`config.mk`:
```
export PLATFORM = sky130hd
export DESIGN_NAME = can_irq_status
export DESIGN_NICKNAME = d
export VERILOG_FILES = /design/src/rtl/can_irq_pkg.sv /design/src/rtl/irq_flag_bank.sv /design/src/rtl/irq_prio_enc.sv /design/src/rtl/op_mode_fsm.sv /design/src/rtl/can_irq_status.sv
export SDC_FILE = /design/constraint.sdc
export NUM_CORES = 1
export LEC_CHECK = 0
export ABC_CLOCK_PERIOD_IN_PS = 2100
export CAP_MARGIN = 30
export CORE_AREA = 2 2 59 61
export DETAILED_ROUTE_END_ITERATION = 6
export DIE_AREA = 0 0 61 63
export PLACE_DENSITY = 0.73
export SKIP_CTS_REPAIR_TIMING = 1
export SYNTH_ARGS = -nofsm -noshare
export SYNTH_HDL_FRONTEND = slang
export SYNTH_SLANG_ARGS = --single-unit
```
`constraint.sdc`:
```
create_clock -name clk -period 2.1 [get_ports clk]
set_clock_uncertainty 0.2 [all_clocks]
set_input_delay 0.315 -clock clk [delete_from_list [all_inputs] [get_ports clk]]
set_output_delay 0.315 -clock clk [all_outputs]
set_load 0.02 [all_outputs]
```
`src/rtl/can_irq_pkg.sv`:
```
package can_irq_pkg;

    localparam int NUM_SRC = 8;
    localparam int CODE_W  = 3;
    localparam int MODE_W  = 3;

    // Source bit positions in the enable and flag bytes
    localparam int SRC_RX0  = 0;
    localparam int SRC_RX1  = 1;
    localparam int SRC_TX0  = 2;
    localparam int SRC_TX1  = 3;
    localparam int SRC_TX2  = 4;
    localparam int SRC_ERR  = 5;
    localparam int SRC_WAKE = 6;
    localparam int SRC_MERR = 7;

    // Interrupt codes reported in the status byte
    localparam logic [CODE_W-1:0] CODE_NONE = 3'd0;
    localparam logic [CODE_W-1:0] CODE_ERR  = 3'd1;
    localparam logic [CODE_W-1:0] CODE_WAKE = 3'd2;
    localparam logic [CODE_W-1:0] CODE_TX0  = 3'd3;
    localparam logic [CODE_W-1:0] CODE_TX1  = 3'd4;
    localparam logic [CODE_W-1:0] CODE_TX2  = 3'd5;
    localparam logic [CODE_W-1:0] CODE_RX0  = 3'd6;
    localparam logic [CODE_W-1:0] CODE_RX1  = 3'd7;

    typedef enum logic [MODE_W-1:0] {
        MODE_NORMAL   = 3'b000,
        MODE_SLEEP    = 3'b001,
        MODE_LOOPBACK = 3'b010,
        MODE_LISTEN   = 3'b011,
        MODE_CONFIG   = 3'b100
    } op_mode_e;

endpackage

```
`src/rtl/irq_flag_bank.sv`:
```
module irq_flag_bank
    import can_irq_pkg::*;
#(
    parameter int WIDTH = NUM_SRC
) (
    input  logic             clk,
    input  logic             rst_n,
    input  logic             en_wr,
    input  logic             fl_wr,
    input  logic             masked,
    input  logic [WIDTH-1:0] wdata,
    input  logic [WIDTH-1:0] mask,
    input  logic [WIDTH-1:0] ev,
    output logic [WIDTH-1:0] en_q,
    output logic [WIDTH-1:0] fl_q
);

    // A plain write behaves as a bit-modify with every mask bit set
    logic [WIDTH-1:0] eff_mask;
    assign eff_mask = masked ? mask : {WIDTH{1'b1}};

    for (genvar b = 0; b < WIDTH; b++) begin : g_bit
        logic en_d;
        logic fl_d;
        logic fl_clr;

        always_comb begin
            en_d = en_q[b];
            if (en_wr && eff_mask[b]) begin
                en_d = wdata[b];
            end
        end

        // Host may only clear a flag; an event in the same cycle wins
        assign fl_clr = fl_wr && eff_mask[b] && !wdata[b];

        always_comb begin
            fl_d = fl_q[b];
            if (fl_clr) begin
                fl_d = 1'b0;
            end
            if (ev[b]) begin
                fl_d = 1'b1;
            end
        end

        always_ff @(posedge clk or negedge rst_n) begin
            if (!rst_n) begin
                en_q[b] <= 1'b0;
                fl_q[b] <= 1'b0;
            end else begin
                en_q[b] <= en_d;
                fl_q[b] <= fl_d;
            end
        end
    end

endmodule

```
`src/rtl/irq_prio_enc.sv`:
```
module irq_prio_enc
    import can_irq_pkg::*;
(
    input  logic [NUM_SRC-1:0] pend,
    output logic [CODE_W-1:0]  code
);

    // Fixed priority: error, wake-up, TX0, TX1, TX2, RX0, RX1.
    // The message-error source is not encoded.
    always_comb begin
        if (pend[SRC_ERR]) begin
            code = CODE_ERR;
        end else if (pend[SRC_WAKE]) begin
            code = CODE_WAKE;
        end else if (pend[SRC_TX0]) begin
            code = CODE_TX0;
        end else if (pend[SRC_TX1]) begin
            code = CODE_TX1;
        end else if (pend[SRC_TX2]) begin
            code = CODE_TX2;
        end else if (pend[SRC_RX0]) begin
            code = CODE_RX0;
        end else if (pend[SRC_RX1]) begin
            code = CODE_RX1;
        end else begin
            code = CODE_NONE;
        end
    end

endmodule

```
`src/rtl/op_mode_fsm.sv`:
```
module op_mode_fsm
    import can_irq_pkg::*;
(
    input  logic              clk,
    input  logic              rst_n,
    input  logic [MODE_W-1:0] req,
    input  logic              done,
    output logic [MODE_W-1:0] mode
);

    op_mode_e state_q;
    op_mode_e state_d;
    logic     req_legal;

    assign req_legal = (req <= MODE_CONFIG);

    // Next-state logic: every state moves to a legal request on the strobe
    always_comb begin
        state_d = state_q;
        unique case (state_q)
            MODE_NORMAL, MODE_SLEEP, MODE_LOOPBACK, MODE_LISTEN, MODE_CONFIG: begin
                if (done && req_legal) begin
                    state_d = op_mode_e'(req);
                end
            end
            default: begin
                state_d = MODE_CONFIG;
            end
        endcase
    end

    // State register
    always_ff @(posedge clk or negedge rst_n) begin
        if (!rst_n) begin
            state_q <= MODE_CONFIG;
        end else begin
            state_q <= state_d;
        end
    end

    // Output process
    always_comb begin
        mode = state_q;
    end

endmodule

```
`src/rtl/can_irq_status.sv`:
```
module can_irq_status
    import can_irq_pkg::*;
#(
    parameter logic [7:0] EN_ADDR   = 8'h2B,
    parameter logic [7:0] FLAG_ADDR = 8'h2C,
    parameter logic [7:0] STAT_ADDR = 8'h0E
) (
    input  logic       clk,
    input  logic       rst_n,
    input  logic [7:0] bus_addr,
    input  logic       bus_wr,
    input  logic       bus_mod,
    input  logic [7:0] bus_wdata,
    input  logic [7:0] bus_mask,
    output logic [7:0] bus_rdata,
    input  logic [7:0] ev_src,
    input  logic [2:0] mode_req,
    input  logic       mode_done,
    output logic       irq_n,
    output logic       rx0_full_n,
    output logic       rx1_full_n
);

    logic [NUM_SRC-1:0] en_q;
    logic [NUM_SRC-1:0] flag_q;
    logic [NUM_SRC-1:0] pend;
    logic [CODE_W-1:0]  irq_code;
    logic [MODE_W-1:0]  mode_q;
    logic               en_sel;
    logic               fl_sel;

    assign en_sel = bus_wr && (bus_addr == EN_ADDR);
    assign fl_sel = bus_wr && (bus_addr == FLAG_ADDR);

    irq_flag_bank #(.WIDTH(NUM_SRC)) bank_i (
        .clk    (clk),
        .rst_n  (rst_n),
        .en_wr  (en_sel),
        .fl_wr  (fl_sel),
        .masked (bus_mod),
        .wdata  (bus_wdata),
        .mask   (bus_mask),
        .ev     (ev_src),
        .en_q   (en_q),
        .fl_q   (flag_q)
    );

    assign pend = flag_q & en_q;

    irq_prio_enc enc_i (
        .pend (pend),
        .code (irq_code)
    );

    op_mode_fsm mode_i (
        .clk   (clk),
        .rst_n (rst_n),
        .req   (mode_req),
        .done  (mode_done),
        .mode  (mode_q)
    );

    always_ff @(posedge clk or negedge rst_n) begin
        if (!rst_n) begin
            irq_n <= 1'b1;
        end else begin
            irq_n <= ~(|pend);
        end
    end

    assign rx0_full_n = ~flag_q[SRC_RX0];
    assign rx1_full_n = ~flag_q[SRC_RX1];

    always_comb begin
        if (bus_addr == EN_ADDR) begin
            bus_rdata = en_q;
        end else if (bus_addr == FLAG_ADDR) begin
            bus_rdata = flag_q;
        end else if (bus_addr == STAT_ADDR) begin
            bus_rdata = {mode_q, 1'b0, irq_code, 1'b0};
        end else begin
            bus_rdata = 8'h00;
        end
    end

endmodule

```
==> results_dict.tcl, run 1 <==
set metrics [dict create \
    status "finished, violations left" \
    violations "setup timing" \
    num_vias 1222 \
    worstMarginPinSlew_ns 0.3296 \
    fin_crit_sh 1.122 \
    vdd_drop_max_v 0.0002556 \
    hold_viol 0 \
    clkSlewWorstSetupHoldPaths_ns 0.11 \
    syn_inst 119 \
    hold_class "in -> async" \
    drive_gt1_frac 0.3316 \
    path_class "in -> out" \
    vias_per_cell 5.178 \
    crit_top_cell "buf_6" \
    place_congestion 0.7810 \
    initial_core_util 0.3539 \
    syn-cell-area_um2 1144 \
    yosys_register_bits 20 \
    cp_cell_sequence "buf_6 -> or4b_4 -> nor4b_4 -> buf_6 -> a21oi_4 -> a21oi_2 -> buf_4" \
    layout.area.seq_um2 503.0 \
    wl_per_cell_um 14.69 \
    drt_first_iter_violations 38 \
    avgSynthCellArea_um2 9.610 \
    die_width_um 61 \
    grt_max_degree 21 \
    nets 232 \
    final_common_cell "clkdlybuf4s50_1" \
    io_pins 51 \
    drcViolationCount 0 \
    drtAntennaViolNets 0 \
    cts_tree "built" \
    final.fill_count 303 \
    ys.warnings.count 0 \
    design_area_um2 1956 \
    p_per_area_nw_per_um2 423.0 \
    fmax_mhz 424.5 \
    core_um2 3232 \
    io_buffers 50 \
    ys_seq_area_frac 0.4398 \
    design.die.area_um2 3843 \
    rsz0062_at_grt "true" \
    dp_hpwl_um 2599 \
    crit_path_end_kind "output port" \
    final_cell_mix "37 x clkdlybuf4s50_1, 19 x buf_4, 18 x dfrtp_1" \
    total_power_uw 827.1 \
    cp-start-kind "input port" \
    rows 21 \
    crit_path_top_delay_cell "or4b_4" \
    numCtsBuffers 3 \
    htree_levels 1 \
    grt_pass1_wl_um 5678 \
    cpPeakStageDelay_ns 0.56 \
    clk_latency_ns 0.29 \
    overflow 0 \
    period_needed_ns 2.356 \
    clock-root-buffer "clkbuf_4" \
    slew_violations 0 \
    cp.arrival_ns 1.84 \
    dp.cells 230 \
    clockBufferDepth 2 \
    synth_cell_types 30 \
    whs_ns 0.1404 \
    synth_nets 159 \
    critPathRequiredTime_ns 1.58 \
    chipHeight_um 63 \
    first_pass_iters 4 \
    multi_input_area_um2 699.4 \
    p_leak_nw 0.8926 \
    dpl_cell_area_um2 1843 \
    antenna_found_initial 0 \
    crit_buf_inv 3 \
    syn_to_final_growth_pct 71.01 \
    setup_ws_ns -0.2560 \
    track_usage 0.1958 \
    crit_fanout 5 \
    fin_cells 236 \
    grt_pass1_vias 1302 \
    final-setup-viol-count 9 \
    drv_cap 0 \
    cts.sinks 20 \
    slew-limit-headroom 0.7803 \
    num_antenna_cells 0 \
    cpLargestDelayFamily "simple AND/OR/NAND/NOR gates" \
    routed_wirelength_um 3468 \
]
==> sequential cells by signal, indices dropped and copies added (netlist names) <==
name,flops
bank_i.en_q,8
bank_i.fl_q,8
mode_i.mode,3
irq_n,1
==> power breakdown <==
part           leakage, nW  switching (mW)  internal, mW
Combinational        0.651          0.0772         0.119
Clock               0.0138           0.112        0.0668
Sequential           0.228          0.0296         0.423
Total                0.893           0.219         0.608
==> per-layer routing <==
metal | part of all wire | global-route usage | vias to the layer above
met2 | 0.53 | 0.3266 | 41
met4 | 0.015 | 0.06250 | 0
met3 | 0.053 | 0.03313 | 7
met5 | 0 | 0 | -
met1 | 0.40 | 0.2516 | 591
li1 | - | - | 583
==> cell families (layout without fill, tap and decap cells) <==
logic type / count (synthesis) / in the layout / synth area share
muxes: 10 / 10 / 0.09628
DFF: 20 / 20 / 0.4398
AOI/OAI and AO/OA: 29 / 29 / 0.1805
and+or+nand+nor: 53 / 53 / 0.2593
buffers and inverters: 7 / 78 / 0.02406
==> synth_stat cells (all sizes together) <==
cell,count,area (um^2)
nand3,3,15.01
o21ai,5,25.02
dfrtp,18,450.4
a31oi,1,6.260
nor4,1,6.260
a21oi,5,25.02
nor2b,8,50.05
mux2,8,90.09
o31ai,6,45.04
mux2i,2,20.02
nand2,15,63.81
nor4b,2,32.53
a22oi,3,22.52
inv,6,22.52
o21bai,2,15.01
or4b,1,10.01
and2,1,6.260
nor2,10,40.04
buf,1,5.000
a32oi,1,8.760
nor3,4,20.02
a222oi,3,30.03
nand4b,1,8.760
nand2b,7,43.79
dfstp,2,52.55
a221oi,1,8.760
a22o,2,20.02
==> stage by stage <==
step                      setup slack, ns    util  TNS [ns]
after floorplan                   -0.2701       -    -2.905
after global placement            -0.9968  0.5703    -16.82
after detailed placement           -1.044  0.5703    -17.84
after CTS                          -1.047  0.5772    -12.87
after global routing              -0.3032  0.6051    -2.070
final                             -0.2560  0.6051    -1.633
==> worst reg2reg max path, delay by kind of cell, from the launching register on <==
kind	cells	cell delay, ns
simple gates	2	0.26
compound gates	2	0.34
flops	1	0.46
==> worst paths after layout <==
check / from / end / slack (ns) / cells past startpoint
max in group asynchronous: rst_n / mode_i.mode[2]$_DFFE_PN1P_ / 1.29 / 2
min in group clk: bank_i.en_q[7]$_DFFE_PN0P_ / bank_i.en_q[7]$_DFFE_PN0P_ / 0.36 / 1
hold reg to reg: bank_i.en_q[7]$_DFFE_PN0P_ / bank_i.en_q[7]$_DFFE_PN0P_ / 0.36 / 1
setup reg to reg: bank_i.fl_q[3]$_DFFE_PN0P_ / irq_n$_DFF_PN1_ / 0.79 / 4
setup / recovery: bus_addr[6] / bus_rdata[3] / -0.26 / 7
hold / removal: rst_n / bank_i.fl_q[1]$_DFFE_PN0P_ / 0.14 / 2
==> cell type report <==
type	count	area share
well taps	46	0.02943
clock buffers	3	0.01152
inverters	6	0.01152
multi-input cells	92	0.3576
repair buffers	69	0.3327
flip-flops and latches	20	0.2572
Power figures use the tool's default switching activity.
==> inputs of run 2 (changes only) <==
--- a/config.mk
+++ b/config.mk
@@ -8,6 +8,7 @@
 export ABC_CLOCK_PERIOD_IN_PS = 2100
 export CAP_MARGIN = 30
 export CORE_AREA = 2 2 59 61
+export CTS_CLUSTER_DIAMETER = 200
 export DETAILED_ROUTE_END_ITERATION = 6
 export DIE_AREA = 0 0 61 63
 export PLACE_DENSITY = 0.73
==> results of run 2 <==
Final layout, timing and power as in run 1 (identical DEF).
==> inputs of run 3 (changes only) <==
--- a/config.mk
+++ b/config.mk
@@ -12,7 +12,6 @@
 export DETAILED_ROUTE_END_ITERATION = 6
 export DIE_AREA = 0 0 61 63
 export PLACE_DENSITY = 0.73
-export SKIP_CTS_REPAIR_TIMING = 1
 export SYNTH_ARGS = -nofsm -noshare
 export SYNTH_HDL_FRONTEND = slang
 export SYNTH_SLANG_ARGS = --single-unit
==> results_dict.tcl, run 3 (synthesized netlist as in run 1, its figures left out) <==
set metrics [dict create \
    overflow 0 \
    total_power_uw 832.9 \
    worstRegToRegCells 4 \
    final_common_cell "clkdlybuf4s50_1" \
    final.fill_count 288 \
    routed_wirelength_um 3477 \
    antenna_found_initial 0 \
    io_pins 51 \
    setup_ws_ns -0.2712 \
    critPathRequiredTime_ns 1.58 \
    wl_per_cell_um 14.67 \
    track_usage 0.2069 \
    hold_viol 0 \
    chipHeight_um 63 \
    path_class "in -> out" \
    design_area_um2 2004 \
    dp_hpwl_um 2599 \
    worstMarginPinSlew_ns 0.3284 \
    drive_gt1_frac 0.3560 \
    grt_max_degree 21 \
    cp.arrival_ns 1.86 \
    vdd_drop_max_v 0.0002588 \
    status "finished, violations left" \
    design.die.area_um2 3843 \
    crit_path_end_kind "output port" \
    pre_cts_ws_ns -1.044 \
    grt_pass1_vias 1341 \
    p_per_area_nw_per_um2 415.5 \
    drtAntennaViolNets 0 \
    slew-limit-headroom 0.7811 \
    initial_core_util 0.3539 \
    clk_latency_ns 0.30 \
    numCtsBuffers 3 \
    place_congestion 0.7810 \
    final_cell_mix "37 x clkdlybuf4s50_1, 19 x buf_4, 18 x dfrtp_1" \
    core_um2 3232 \
    drv_cap 0 \
    die_width_um 61 \
    r2r_end "irq_n$_DFF_PN1_" \
    cpPeakStageDelay_ns 0.56 \
    period_needed_ns 2.371 \
    cp_cell_sequence "buf_6 -> or4b_4 -> nor4b_4 -> buf_4 -> a21oi_2 -> a21oi_2 -> buf_4" \
    violations "setup timing" \
    fin_crit_sh 1.129 \
    grt_pass1_wl_um 5982 \
    nets 233 \
    cp-start-kind "input port" \
    num_vias 1202 \
    fmax_mhz 421.7 \
    dpl_cell_area_um2 1843 \
    whs_ns 0.1344 \
    first_pass_iters 4 \
    io_buffers 50 \
    final-setup-viol-count 8 \
    ff2ff_setup_slack_ns 0.75 \
    crit_fanout 4 \
    vias_per_cell 5.072 \
    tns_ns -1.713 \
    p_leak_nw 0.8807 \
    drcViolationCount 0 \
    rows 21 \
    crit_buf_inv 3 \
    hold_class "in -> async" \
    slew_violations 0 \
    clockBufferDepth 2 \
    htree_levels 1 \
    clkSlewWorstSetupHoldPaths_ns 0.11 \
    drt_first_iter_violations 33 \
    cpLargestDelayFamily "simple AND/OR/NAND/NOR gates" \
    syn_to_final_growth_pct 75.27 \
    cts_tree "built" \
    rsz0062_at_grt "true" \
    cts.sinks 20 \
    num_antenna_cells 0 \
    timing.rr.start "bank_i.fl_q[4]$_DFFE_PN0P_" \
    clock-root-buffer "clkbuf_4" \
    crit_path_top_delay_cell "or4b_4" \
]
==> run 3: cell types whose count changed in the layout (fill, tap and decap cells not counted), moves of 2 or more <==
cell            before  now
buf_6                8   10
dlymetal6s2s_1       3    0
o31ai_2              4    2
o31ai_4              0    3
==> run 3: metrics by stage <==
step,utilization,instances
finish,0.6202,237
global route,0.6202,237
detailed placement,0.5703,230
global placement,0.5703,230
floorplan,-,119
CTS,0.5974,237
==> run 3: cell type report <==
type / count / area [um^2] / share of cell area
Multi-Input combinational cell: 92 / 749.5 / 0.3739
Tap cell: 46 / 57.56 / 0.02871
Clock buffer: 3 / 22.52 / 0.01124
Sequential cell: 20 / 503.0 / 0.2509
Inverter: 6 / 22.52 / 0.01124
Timing Repair Buffer: 70 / 649.4 / 0.3240
==> run 3: worst max path at each step <==
| stage | startpoint | end | slack (ns) | depth (start not counted) |
|---|---|---|---|---|
| 6_report | bus_addr[4] | bus_rdata[3] | -0.27 | 7 |
| 2_1_floorplan | bus_addr[7] | bus_rdata[3] | -0.27 | 5 |
| 3_5_place_dp | bus_addr[7] | bus_rdata[3] | -1.04 | 7 |
| 4_1_cts | bus_addr[4] | bus_rdata[3] | -0.29 | 7 |
| 5_1_grt | bus_addr[4] | bus_rdata[3] | -0.35 | 7 |
| 3_3_place_gp | bus_addr[7] | bus_rdata[3] | -1.0 | 7 |
==> run 3: repair_timing <==
action,4_1_cts,5_1_grt
setup buffers,3,0
endpoints found under the setup margin,24,21
gates resized for setup,68,15
gates cloned,1,0
hold buffers,0,0
pin swaps,7,4
==> run 3: worst reg2reg max path, cell delays in order, from the launching register on <==
cell     delay (ns)
dfrtp_1        0.47
a22oi_1        0.24
nand3_1        0.13
a21oi_1        0.12
and2_1         0.13
==> run 3: metal layers <==
metal	part of all wire	global-route usage
met1	0.40	0.2608
met2	0.53	0.3535
met3	0.053	0.03520
met4	0.015	0.05978
met5	0	0
==> run 3: power breakdown <==
group | internal (mW) | leakage (nW) | total [mW] | switching (mW)
logic | 0.118 | 0.639 | 0.200 | 0.0812
clock network | 0.0669 | 0.0138 | 0.181 | 0.114
registers | 0.423 | 0.228 | 0.452 | 0.0295
